## config.mk

```make
export PLATFORM = sky130hd
export DESIGN_NAME = page_mapper
export DESIGN_NICKNAME = d
export VERILOG_FILES = /design/src/rtl/page_mapper_pkg.sv /design/src/rtl/page_regfile.sv /design/src/rtl/page_flags.sv /design/src/rtl/addr_xlate.sv /design/src/rtl/page_mapper.sv
export SDC_FILE = /design/constraint.sdc
export NUM_CORES = 1
export LEC_CHECK = 0
export BUFFER_PORTS_ARGS = -buffer_cell sky130_fd_sc_hd__buf_2
export CAP_MARGIN = 20
export CORE_MARGIN = 8
export CORE_UTILIZATION = 38
export DETAILED_ROUTE_END_ITERATION = 8
export HOLD_SLACK_MARGIN = 0.03
export SLEW_MARGIN = 10
export SYNTH_ARGS = -nofsm -noshare
export SYNTH_HDL_FRONTEND = slang
export SYNTH_HIERARCHICAL = 1
export SYNTH_SLANG_ARGS = --single-unit
```

## constraint.sdc

```tcl
create_clock -name clk_i -period 4.3 [get_ports clk_i]
set_clock_uncertainty 0.15 [all_clocks]
set_input_delay 0 -clock clk_i [delete_from_list [all_inputs] [get_ports clk_i]]
set_output_delay 0 -clock clk_i [all_outputs]
set_load 0.005 [all_outputs]
```

## src/rtl/page_mapper_pkg.sv

```systemverilog
package page_mapper_pkg;
  localparam int LA_W  = 16;
  localparam int OFS_W = 12;
  localparam int PPN_W = 7;
  localparam int PAGE_W = LA_W - OFS_W;
  localparam int NPAGES = 2 ** PAGE_W;
  localparam int PA_W  = PPN_W + OFS_W;
  localparam int ENT_W = PPN_W + 1;

  typedef struct packed {
    logic             flash;
    logic [PPN_W-1:0] ppn;
  } page_entry_t;
endpackage

```

## src/rtl/page_regfile.sv

```systemverilog
module page_regfile
  import page_mapper_pkg::*;
#(
  parameter int N     = NPAGES,
  parameter int IDX_W = $clog2(N)
) (
  input  logic             clk_i,
  input  logic             rst_ni,
  input  logic             we_i,
  input  logic [IDX_W-1:0] widx_i,
  input  page_entry_t      wdata_i,
  input  logic [IDX_W-1:0] ridx_i,
  output page_entry_t      rdata_o,
  input  logic [IDX_W-1:0] lidx_i,
  output page_entry_t      lentry_o
);
  page_entry_t regs [N];

  for (genvar g = 0; g < N; g++) begin : g_reg
    always_ff @(posedge clk_i or negedge rst_ni) begin
      if (!rst_ni)                                regs[g] <= '0;
      else if (we_i && widx_i == IDX_W'(g))       regs[g] <= wdata_i;
    end
  end

  assign rdata_o  = regs[ridx_i];
  assign lentry_o = regs[lidx_i];
endmodule

```

## src/rtl/page_flags.sv

```systemverilog
module page_flags #(
  parameter int          IO_AW     = 12,
  parameter logic [11:0] FLAG_BASE = 12'h140
) (
  input  logic             clk_i,
  input  logic             rst_ni,
  input  logic             io_we_i,
  input  logic [IO_AW-1:0] io_addr_i,
  input  logic             io_bit_i,
  output logic             rom_en_o,
  output logic             map_en_o
);
  localparam int NFLAGS = 2;
  logic [NFLAGS-1:0] flags_q;

  // bit k of the flag register lives at FLAG_BASE + k
  for (genvar k = 0; k < NFLAGS; k++) begin : g_flag
    always_ff @(posedge clk_i or negedge rst_ni) begin
      if (!rst_ni) flags_q[k] <= 1'b0;
      else if (io_we_i && io_addr_i == IO_AW'(FLAG_BASE + k)) flags_q[k] <= io_bit_i;
    end
  end

  assign rom_en_o = flags_q[0];
  assign map_en_o = flags_q[1];
endmodule

```

## src/rtl/addr_xlate.sv

```systemverilog
module addr_xlate
  import page_mapper_pkg::*;
#(
  parameter int ROM_LOW_PAGES = 2
) (
  input  logic [PAGE_W-1:0] page_i,
  input  page_entry_t       entry_i,
  input  logic              map_en_i,
  input  logic              rom_en_i,
  output logic [PPN_W-1:0]  ppn_o,
  output logic              flash_o
);
  localparam logic [PAGE_W-1:0] ROM_LIM = PAGE_W'(ROM_LOW_PAGES);

  always_comb begin
    if (map_en_i) begin
      ppn_o   = entry_i.ppn;
      flash_o = entry_i.flash;
    end else begin
      ppn_o   = PPN_W'(page_i);
      // boot page is always flash; the rest of the low area only when enabled
      flash_o = (page_i == '0) || (rom_en_i && page_i < ROM_LIM);
    end
  end
endmodule

```

## src/rtl/page_mapper.sv

```systemverilog
module page_mapper
  import page_mapper_pkg::*;
#(
  parameter logic [15:0] WIN_BASE      = 16'hFE00,
  parameter logic [11:0] FLAG_BASE     = 12'h140,
  parameter int          IO_AW         = 12,
  parameter int          ROM_LOW_PAGES = 2
) (
  input  logic             clk_i,
  input  logic             rst_ni,
  input  logic [15:0]      addr_i,
  input  logic             rd_i,
  input  logic             wr_i,
  input  logic [15:0]      wdata_i,
  output logic [15:0]      rdata_o,
  input  logic             io_we_i,
  input  logic [IO_AW-1:0] io_addr_i,
  input  logic             io_bit_i,
  output logic [18:0]      phys_addr_o,
  output logic             ram_cs_o,
  output logic             flash_cs_o
);
  localparam int WIN_LSB = $clog2(2 * NPAGES);
  localparam int IDX_W   = PAGE_W;

  logic              in_win, acc, rom_en, map_en, flash;
  logic [PPN_W-1:0]  ppn;
  logic [IDX_W-1:0]  win_idx;
  page_entry_t       rd_ent, lk_ent, wr_ent;
  logic              unused_lo;

  assign in_win  = addr_i[LA_W-1:WIN_LSB] == WIN_BASE[LA_W-1:WIN_LSB];
  assign acc     = rd_i | wr_i;
  assign win_idx = addr_i[WIN_LSB-1:1];
  assign wr_ent  = wdata_i[LA_W-1 -: ENT_W];
  assign unused_lo = ^wdata_i[LA_W-ENT_W-1:0];

  page_regfile #(.N(NPAGES), .IDX_W(IDX_W)) i_regs (
    .clk_i    (clk_i),
    .rst_ni   (rst_ni),
    .we_i     (wr_i & in_win),
    .widx_i   (win_idx),
    .wdata_i  (wr_ent),
    .ridx_i   (win_idx),
    .rdata_o  (rd_ent),
    .lidx_i   (addr_i[LA_W-1:OFS_W]),
    .lentry_o (lk_ent)
  );

  page_flags #(.IO_AW(IO_AW), .FLAG_BASE(FLAG_BASE)) i_flags (
    .clk_i     (clk_i),
    .rst_ni    (rst_ni),
    .io_we_i   (io_we_i),
    .io_addr_i (io_addr_i),
    .io_bit_i  (io_bit_i),
    .rom_en_o  (rom_en),
    .map_en_o  (map_en)
  );

  addr_xlate #(.ROM_LOW_PAGES(ROM_LOW_PAGES)) i_xlate (
    .page_i   (addr_i[LA_W-1:OFS_W]),
    .entry_i  (lk_ent),
    .map_en_i (map_en),
    .rom_en_i (rom_en),
    .ppn_o    (ppn),
    .flash_o  (flash)
  );

  assign phys_addr_o = {ppn, addr_i[OFS_W-1:0]};
  assign ram_cs_o    = acc & ~in_win & ~flash;
  assign flash_cs_o  = acc & ~in_win & flash;
  assign rdata_o     = (rd_i & in_win) ? {rd_ent, {(LA_W-ENT_W){1'b0}}} : '0;
endmodule

```

==> run metrics <==
number of port buffers 68; number of global-route vias before repair 5321; yosys warns 6; status finished, final reports clean; final cycle utilization of the critical path 0.669; core area 0.0193 sq mm; crit-path leading delay family simple AND/OR/NAND/NOR gates; Seq cells post-synth 130; drt drc 0; Synth async-reset ratio 1.00; drt total wl 19400 um; Startpoint Class primary input; via count 4679; list of most frequent post-synthesis cells dfrtp_1 (130), mux2_2 (124), mux4_2 (64), a22oi_1 (32), nand2_1 (26); gr ovfl total 0; Inserted Diodes 0; Tightest Hold Check Type in -> out; area of the die 0.0242 sq mm; clk buf depth 2; Layout area overhead 14.3%; final setup TNS 0 ps; Max Fclk 0.347 GHz; average cell area after synthesis 14.7 sq um; CTS Buf Count 17; RSZ-0062 raised after global routing no; Lkg Pwr 3.94 nW; Fill cells 1778; Final Slew Violations 0; final hold vios 0; initial antenna violation count 0; CP max-delay cell nor2b_1; H-tree level count 4; count leader, synth dfrtp_1; Tmin final 2880 ps; library cells used by synthesis 36; Placer Congestion 0.797; clock-pin slew on the worst setup and hold paths 50 ps; CTS root buffer clkbuf_16; Multi-input gate area 0.00382 sq mm; max-cap viol count 0; Buf+Inv Stages, Crit Path 2; Primary FF master, synth dfrtp_1; Req. time, crit path 4450 ps; final net count 613; Setup Viol. Count Final 0; # rows 51; crit-path max cell delay 910 ps; Antenna Nets Post-Route 0; # clock sinks 130; Post-Layout Cell Count 840; Die Ht 156 um; CP cell instances buf_2, nand4b_1, nor4_1, buf_4, nor3b_2, nor2b_1, mux2_2; cell count after synthesis 504; Inst Count DP 794; Crit Path Max Fanout 11; crit path DAT 3030 ps; register area 0.00325 sq mm; Slew @ Worst Pin 1110 ps; first-pass GRT wire length 30000 um; hpwl dp 12900 um; total power 0.00268 W; largest net degree at the start of global routing 78; wire per inst 23.1 um; io pins 87; ranking of synthesized cells by area dfrtp_1 (44%), mux4_2 (19%), mux2_2 (19%); starting density of the core 0.384; WS Path Type in -> reg; Total Routing Usage GR 0.167; mapped cell area 0.00742 sq mm; VDD IR max 0.300 mV; CTS tree built; share of cells above drive strength 1 0.557; Rel. slew slack 0.260; clk_lat worst skew 420 ps; area leader, netlist dfrtp_1; Die Wd 156 um; power density cells 316 mW/mm^2; EDFF count, synth 0; vias per inst 5.57; part of the Yosys area used for sequential elements 0.439; Iter 0 DRT Violations 242; Crit. End Element register; post-synth top area share 0.439; DR pass1 iterations 4
## metrics by stage
step	utilization	worst slack (ps)	hold slack (ps)	area (sq um)
floorplan	-	2020	-446	7440
global placement	0.404	1140	-361	7820
detailed placement	0.404	1030	-361	7820
CTS	0.438	1460	35.0	8480
global route	0.438	1320	47.4	8480
finish	0.438	1420	31.8	8480
## worst reg2reg max path, cell delays in order, from the launching register on
cell           delay (ps)
dfrtp_1               560
mux2_1                380
dlygate4sd3_1         550
## cell type report
cell class,count,area share
clock inverters,6,0.00384
well taps,265,0.0391
multi-input cells,320,0.450
inverters,2,0.000885
repair buffers,92,0.0661
flip-flops and latches,130,0.384
clock buffers,25,0.0561
## what timing repair did
action	in CTS	in global routing
endpoints found under the hold margin	261	0
resized for setup	0	0
buffers inserted	0	0
hold buffers	15	0
## flip-flops by register name, summed over array words and instances, names as in the netlist
signal	count
i_regs/regs	128
i_flags/map_en_o	1
i_flags/rom_en_o	1
## where the power goes
part           switching (W)  internal (W)  total [W]
registers        0.000000767       0.00123    0.00123
clock network       0.000502      0.000757    0.00126
logic               0.000124     0.0000662   0.000191
total               0.000627       0.00205    0.00268
## placed cells by master (no fill, tap or decap), types with 2 or more instances in the layout
| cell type | Yosys | routed |
|---|---|---|
| nor4_1 | 9 | 9 |
| nor2b_1 | 5 | 5 |
| nand2_1 | 26 | 26 |
| mux2_2 | 124 | 124 |
| buf_4 | 22 | 10 |
| clkbuf_16 | 0 | 17 |
| mux4_2 | 64 | 64 |
| a22oi_1 | 32 | 32 |
| nand4b_1 | 2 | 2 |
| dfrtp_1 | 130 | 130 |
| nand2b_1 | 6 | 6 |
| nand3b_1 | 2 | 2 |
| and2_2 | 3 | 3 |
| clkbuf_1 | 13 | 6 |
| buf_2 | 8 | 67 |
| clkinv_2 | 0 | 5 |
| inv_1 | 2 | 2 |
| mux2_4 | 8 | 8 |
| nor2_1 | 3 | 3 |
| dlygate4sd3_1 | 0 | 15 |
| clkbuf_8 | 0 | 2 |
| nor4b_4 | 2 | 2 |
| and2_1 | 2 | 2 |
| or3_1 | 2 | 2 |
| nor2_2 | 9 | 9 |
| mux2_1 | 2 | 2 |
| conb_1 | 1 | 8 |
## per-layer routing
| metal | global-route usage | up-vias | wire (um) |
|---|---|---|---|
| met1 | 0.192 | 2442 | 7820 |
| met4 | 0.0726 | 0 | 466 |
| li1 | - | 2041 | - |
| met3 | 0.0432 | 43 | 1290 |
| met5 | 0 | - | 0 |
| met2 | 0.289 | 153 | 9850 |
## worst paths after layout
check	end	cells after the start	start	slack, ps
worst min-delay path	phys_addr_o[7]	2	addr_i[7]	30
worst max-delay path	i_regs/regs[97]	7	addr_i[7]	1420
worst min register to register	i_flags/rom_en_o	1	i_flags/rom_en_o	340
worst max register to register	i_flags/map_en_o	2	i_flags/map_en_o	2530
max in group asynchronous	i_regs/regs[90]	3	rst_ni	3100
min in group asynchronous	i_regs/regs[37]	3	rst_ni	110
## cells by family after synthesis
group                  synth area share
buffers and inverters            0.0504
AND/OR/NAND/NOR                  0.0724
AO/OA/AOI/OAI                    0.0364
multiplexers                      0.402
flip-flops                        0.439
other                          0.000506
No activity file was read; power rests on OpenSTA's default activity.
